### src/rtl/csa_pkg.sv
package csa_pkg;
  typedef enum logic {
    MODE_PLAIN = 1'b0,
    MODE_REDUN = 1'b1
  } add_mode_e;

  localparam int unsigned TOP_CNT_W = 2;
endpackage

### src/rtl/csa_fa_row.sv
// Row of independent full adders; cry_o[i] carries weight 2^(i+1).
module csa_fa_row #(
  parameter int unsigned W = 8
) (
  input  logic [W-1:0] a_i,
  input  logic [W-1:0] b_i,
  input  logic [W-1:0] c_i,
  output logic [W-1:0] sum_o,
  output logic [W-1:0] cry_o
);
  for (genvar i = 0; i < W; i++) begin : g_fa
    logic p;
    assign p        = a_i[i] ^ b_i[i];
    assign sum_o[i] = p ^ c_i[i];
    assign cry_o[i] = (a_i[i] & b_i[i]) | (p & c_i[i]);
  end
endmodule

### src/rtl/csa_resolve.sv
// Carry-propagate conversion of a redundant word plus top carries to binary.
module csa_resolve #(
  parameter int unsigned W = 8
) (
  input  logic [W-1:0] sum_i,
  input  logic [W-1:0] cry_i,
  input  logic [1:0]   top_i,
  output logic [W:0]   val_o
);
  logic [W:0] c;

  assign c[0] = 1'b0;
  for (genvar i = 0; i < W; i++) begin : g_rip
    logic g, p;
    assign g        = sum_i[i] & cry_i[i];
    assign p        = sum_i[i] ^ cry_i[i];
    assign val_o[i] = p ^ c[i];
    assign c[i+1]   = g | (p & c[i]);
  end
  // weight 2^W: ripple carry plus top count, reduced mod 2
  assign val_o[W] = c[W] ^ top_i[0];
endmodule

### src/rtl/csa_redundant_add.sv
module csa_redundant_add
  import csa_pkg::*;
#(
  parameter int unsigned DIGITS = 8
) (
  input  logic              mode_i,
  input  logic [DIGITS-1:0] x_sum_i,
  input  logic [DIGITS-1:0] x_cry_i,
  input  logic [DIGITS-1:0] y_sum_i,
  input  logic [DIGITS-1:0] y_cry_i,
  output logic [DIGITS-1:0] r_sum_o,
  output logic [DIGITS-1:0] r_cry_o,
  output logic [1:0]        top_carry_o,
  output logic [DIGITS:0]   bin_o
);
  localparam int unsigned W  = DIGITS;
  localparam int unsigned TW = W + 2;

  add_mode_e mode;
  assign mode = add_mode_e'(mode_i);

  logic [W-1:0] s1, c1, s2, c2, c1_up, yc_gated;

  csa_fa_row #(.W(W)) u_row_a (
    .a_i   (x_sum_i),
    .b_i   (x_cry_i),
    .c_i   (y_sum_i),
    .sum_o (s1),
    .cry_o (c1)
  );

  // position 0 receives a constant zero carry
  assign c1_up    = {c1[W-2:0], 1'b0};
  assign yc_gated = (mode == MODE_REDUN) ? y_cry_i : '0;

  csa_fa_row #(.W(W)) u_row_b (
    .a_i   (s1),
    .b_i   (yc_gated),
    .c_i   (c1_up),
    .sum_o (s2),
    .cry_o (c2)
  );

  always_comb begin
    if (mode == MODE_REDUN) begin
      r_sum_o     = s2;
      r_cry_o     = {c2[W-2:0], 1'b0};
      top_carry_o = {c1[W-1] & c2[W-1], c1[W-1] ^ c2[W-1]};
    end else begin
      r_sum_o     = s1;
      r_cry_o     = c1_up;
      top_carry_o = {1'b0, c1[W-1]};
    end
  end

  csa_resolve #(.W(W)) u_resolve (
    .sum_i (r_sum_o),
    .cry_i (r_cry_o),
    .top_i (top_carry_o),
    .val_o (bin_o)
  );

  logic [TW-1:0] in_tot, out_tot;
  always_comb begin
    in_tot  = {2'b00, x_sum_i} + {2'b00, x_cry_i} + {2'b00, y_sum_i}
            + {2'b00, yc_gated};
    out_tot = {2'b00, r_sum_o} + {2'b00, r_cry_o} + {top_carry_o, {W{1'b0}}};
  end

  always_comb begin

    value_keep_chk: assert (out_tot == in_tot);

    plain_top_chk: assert (mode == MODE_REDUN || !top_carry_o[1]);

    small_sum_chk: assert (in_tot >= TW'(1) << W || top_carry_o == 2'b00);

    conv_chk: assert (bin_o == in_tot[W:0]);

    low_carry_chk: assert (!r_cry_o[0]);
  end
endmodule

### config.mk
export PLATFORM = sky130hd
export DESIGN_NAME = csa_redundant_add
export DESIGN_NICKNAME = d
export VERILOG_FILES = /design/src/rtl/csa_pkg.sv /design/src/rtl/csa_fa_row.sv /design/src/rtl/csa_resolve.sv /design/src/rtl/csa_redundant_add.sv
export SDC_FILE = /design/constraint.sdc
export NUM_CORES = 1
export LEC_CHECK = 0
export BUFFER_PORTS_ARGS = -buffer_cell sky130_fd_sc_hd__buf_2
export CAP_MARGIN = 30
export CORE_UTILIZATION = 43
export DETAILED_ROUTE_END_ITERATION = 16
export PLACE_DENSITY = 0.84
export SYNTH_ARGS = -nofsm -noshare
export SYNTH_HDL_FRONTEND = slang
export SYNTH_SLANG_ARGS = --single-unit
### constraint.sdc
create_clock -name vclk -period 6.2
set_clock_uncertainty 0.05 [all_clocks]
set_input_delay 0.62 -clock vclk [all_inputs]
set_output_delay 0.62 -clock vclk [all_outputs]
set_load 0.1 [all_outputs]
Yosys cells after proc, flatten, opt, wreduce, memory -nomap -nowiden
Cells that the tools add are included.
{ "word_totals": {"reg_bits": 0, "output_inout_bits": 27} }
{ "op_classes": {"n_bitwise": 117, "n_mux": 4} }
{ "op_table": {"columns": ["cell", "n"], "rows": [
  ["$xor 1x1->1", 48],
  ["$and 1x1->1", 47],
  ["$mux 8", 3],
  ["$or 1x1->1", 22],
  ["$mux 2", 1]
]} }

Logic depth before layout (Yosys ltp)
{ "depth": {"depth_word": 22, "ltp_mapped": 14, "depth_no_buf": 12} }

By module
Synthesis repeated with hierarchy kept, for this count alone.
{ "hier_totals": {"cells_unflattened": 61, "hier_area_um2": 848.3} }
{ "modules_own_cells": {"columns": ["module", "seq_area_each_um2", "area_each_um2", "instances", "cells_per_inst"], "rows": [
  ["csa_redundant_add", 0.0, 344.1, 1, 31],
  ["csa_fa_row", 0.0, 160.2, 2, 8],
  ["csa_resolve", 0.0, 183.9, 1, 14]
]} }

Worst setup path after synthesis
Ideal clock, no wire load.
{ "synth_timing": {"kind": "input -> output", "startpoint": "input port x_sum_i[0]", "endpoint": "output port bin_o[8]", "stages": 12, "path_buffers": 0, "t_required_ns": 5.530, "path_slack_ns": -1.221, "t_arrival_ns": 6.751, "path_cell_list": "fa_1 ha_1 nand2_1 o21ai_0 ha_1 fa_1 fa_1 fa_1 fa_1 fa_1 fa_1 xor2_1"} }
{ "synth_via": {"word_cells_on_any_way": 32, "cone_classes": "mux (2); bitwise (30)"} }
{ "synth_lines": {"columns": ["item", "line", "source"], "rows": [
  ["start: declaration", "csa_redundant_add.sv:7", "input logic [DIGITS-1:0] x_sum_i,"],
  ["$xor 1x1->1", "csa_fa_row.sv:13", "assign p = a_i[i] ^ b_i[i];"],
  ["$and 1x1->1 / $xor 1x1->1 (equally long branches)", "csa_fa_row.sv:15, csa_fa_row.sv:14", null],
  ["$or 1x1->1 / $and 1x1->1 (equally long branches)", "csa_fa_row.sv:15", "assign cry_o[i] = (a_i[i] & b_i[i]) | (p & c_i[i]);"],
  ["$mux 8 (*)", "csa_redundant_add.sv:45", "if (mode == MODE_REDUN) begin"],
  ["net r_cry_o[1]", "csa_redundant_add.sv:12", "output logic [DIGITS-1:0] r_cry_o,"],
  ["$xor 1x1->1", "csa_resolve.sv:16", "assign p = sum_i[i] ^ cry_i[i];"],
  ["$and 1x1->1", "csa_resolve.sv:18", "assign c[i+1] = g | (p & c[i]);"],
  ["$or 1x1->1 (*)", "csa_resolve.sv:18", null],
  ["(+5 left out)", null, null],
  ["$or 1x1->1 (*)", "csa_resolve.sv:18", null],
  ["$and 1x1->1 (*)", "csa_resolve.sv:18", null],
  ["$or 1x1->1 (*)", "csa_resolve.sv:18", null],
  ["$and 1x1->1 (*)", "csa_resolve.sv:18", null],
  ["$or 1x1->1 (*)", "csa_resolve.sv:18", null],
  ["$and 1x1->1 (*)", "csa_resolve.sv:18", null],
  ["$or 1x1->1 (*)", "csa_resolve.sv:18", null],
  ["$xor 1x1->1 (*)", "csa_resolve.sv:21", "assign val_o[W] = c[W] ^ top_i[0];"],
  ["end: declaration", "csa_redundant_add.sv:14", "output logic [DIGITS:0] bin_o"]
]} }
The timed path passes the listed nets; every way through them passes the cells marked *.

Final worst setup path
{ "layout_timing": {"startpoint": "input port x_sum_i[1]", "endpoint": "output port bin_o[8]"} }
{ "layout_via": {"elab_chain_cells": 21, "word_cells_on_any_way": 36, "cone_classes": "mux (2); bitwise (34)"} }
{ "layout_lines": {"columns": ["item", "line", "source"], "rows": [
  ["$xor 1x1->1", "csa_fa_row.sv:13", null],
  ["$xor 1x1->1", "csa_fa_row.sv:14", "assign sum_o[i] = p ^ c_i[i];"],
  ["$xor 1x1->1", "csa_fa_row.sv:13", null],
  ["$xor 1x1->1", "csa_fa_row.sv:14", null],
  ["$mux 8", "csa_redundant_add.sv:45", null],
  ["$xor 1x1->1", "csa_resolve.sv:16", null],
  ["$and 1x1->1", "csa_resolve.sv:18", null],
  ["$or 1x1->1", "csa_resolve.sv:18", null],
  ["(+5 left out)", null, null],
  ["$or 1x1->1 (*)", "csa_resolve.sv:18", null],
  ["$and 1x1->1 (*)", "csa_resolve.sv:18", null],
  ["$or 1x1->1 (*)", "csa_resolve.sv:18", null],
  ["$and 1x1->1 (*)", "csa_resolve.sv:18", null],
  ["$or 1x1->1 (*)", "csa_resolve.sv:18", null],
  ["$and 1x1->1 (*)", "csa_resolve.sv:18", null],
  ["$or 1x1->1 (*)", "csa_resolve.sv:18", null],
  ["$xor 1x1->1 (*)", "csa_resolve.sv:21", null]
]} }
Every way passes the cells marked *; elsewhere a longest branch is shown, timed or not.

==> out/metrics.cfg <==
[final_layout]
diodes = 0
fin_nets = 180
clock_buffers = 0
fill_cells = 174
final_common_cell = buf_2
layout-drive-gt1-share_pct = 60.3
seq_cells = 0
register_area_sq_um = 0
layout_common_cells = buf_2 (59), fa_1 (20), inv_1 (9)
area.growth.synth_to_final_pct = 38.4

[setup_path]
setup.worst_path.class = in -> out
crit_arrival_ns = 5.08
required_ns = 5.53
cp-end-kind = output port
crit_path_start_kind = input port
cp_max_fo = 2

[die]
start_util_pct = 46.1
ios = 60
num_rows = 15
fp.dieH_microns = 45.0
coreArea_sq_um = 1730
die_area_sq_um = 2030
die_w_microns = 45.0

[placement]
port_buffers = 59
gp_congestion = 0.645
hpwlAfterDp_microns = 1510

[outcome]
status = complete, no violations

[global_routing]
use_met3_pct = 2.00
grtUsageMet1_pct = 20.0
groute.usage.overall_pct = 17.6
overflow = 0
grt_use_met2_pct = 36.5
antenna_found_initial = 0
grt_pass1_wl_microns = 2680
grt_max_degree = 21
grt_pass1_vias = 700
grt-busiest-layer = met2

[cts]
post-cts-setup-buffers = 0
ctsHoldBuffers = 0
ctsResizeCount = 0

[synthesis]
avgSynthCellArea_sq_um = 11.7
synth_cell_types = 14
ys_warn_count = 0
ys_top_cells_by_area = fa_1 (53%), mux2i_1 (7.5%), mux2_4 (7.5%)
synth_seq_area_share_pct = 0
synth.cell_area_sq_um = 796
netlist_instances = 68
synth_top_cell_by_area = fa_1
yosysTopAreaCellShare_pct = 52.8
syn_nets = 125

[timing]
tns_ns = 0
setup_violations = 0
finalHoldViolations = 0
slew_viol_final = 0
max_freq_mhz = 174
period_share_pct = 92.8
rsz0062_at_grt = no
fin_crit_ns = 5.75

[drt]
via_per_inst = 4.61
ant_nets = 0
wl_per_cell_microns = 11.0
drt-total-wl_microns = 1600
drc = 0
dr_total_vias = 673
detail_route.first_pass.iterations = 2
initialDrtViolationCount = 3

[hold_path]
hold_path_class = in -> out
min_from = mode_i
hold_path_depth = 3
min_to = r_sum_o[1]

[flow_run]
drv_cap = 0

## layer usage
layer / wire length, microns / vias to the layer above / part of all wire [%]
li1: - / 313 / -
met1: 535 / 320 / 33
met3: 148 / 0 / 9.2
met2: 920 / 40 / 57
met5: 0 / - / 0
met4: 0 / 0 / 0
## critical path, cell delays in order
cell     delay, ns
buf_2         0.11
fa_1          0.52
inv_1         0.07
fa_1          0.55
mux2i_2       0.07
ha_1          0.20
fa_1          0.38
fa_1          0.39
fa_1          0.38
fa_1          0.39
fa_1          0.40
fa_2          0.40
xor2_4        0.16
buf_2         0.43
## synth_stat cells
cell	number
and2_1	6
buf_4	4
buf_6	2
clkbuf_2	1
conb_1	1
fa_1	21
ha_1	3
inv_1	9
mux2_2	5
mux2_4	4
mux2i_1	6
nand2_1	4
o21ai_0	1
xor2_1	1
## worst max-delay path by stage
stage                           from       end  slack [ns]  depth (start not counted)
final                     x_sum_i[1]  bin_o[8]        0.45                         14
after global routing      x_sum_i[1]  bin_o[8]        0.32                         14
after CTS                 x_sum_i[1]  bin_o[8]        0.41                         14
after detailed placement  x_sum_i[1]  bin_o[8]        0.42                         14
after global placement    x_sum_i[1]  bin_o[8]        0.49                         14
after floorplan           x_sum_i[0]  bin_o[8]        0.15                         12
## stage by stage
step                hold slack [ns]  util [%]  cell area (sq um)  std cells  setup slack (ns)
floorplan                      1.67         -                825         68             0.148
global placement               1.77      63.8               1100        146             0.493
detailed placement             1.79      63.8               1100        146             0.424
CTS                            1.79      63.8               1100        146             0.413
global route                   1.81      63.8               1100        146             0.324
finish                         1.78      63.8               1100        146             0.449
## area by class of cell
type	instances	area (sq um)	area share [%]
inverter	9	33.8	3.07
tap	25	31.3	2.84
multi-input combinational	52	733	66.6
timing repair buffer	60	303	27.5
## kinds of logic after synthesis
| logic type | count (synthesis) | share of synthesized area [%] |
|---|---|---|
| AO/OA/AOI/OAI | 1 | 0.628 |
| XOR/XNOR | 1 | 1.10 |
| adder cells (fa/ha/maj) | 24 | 57.5 |
| buffers and inverters | 16 | 11.5 |
| multiplexers | 15 | 22.2 |
| other | 1 | 0.471 |
| AND/OR/NAND/NOR | 10 | 6.60 |
Power is not shown: default switching activity piles up to over one toggle a cycle in this logic, so the estimate is an artifact.
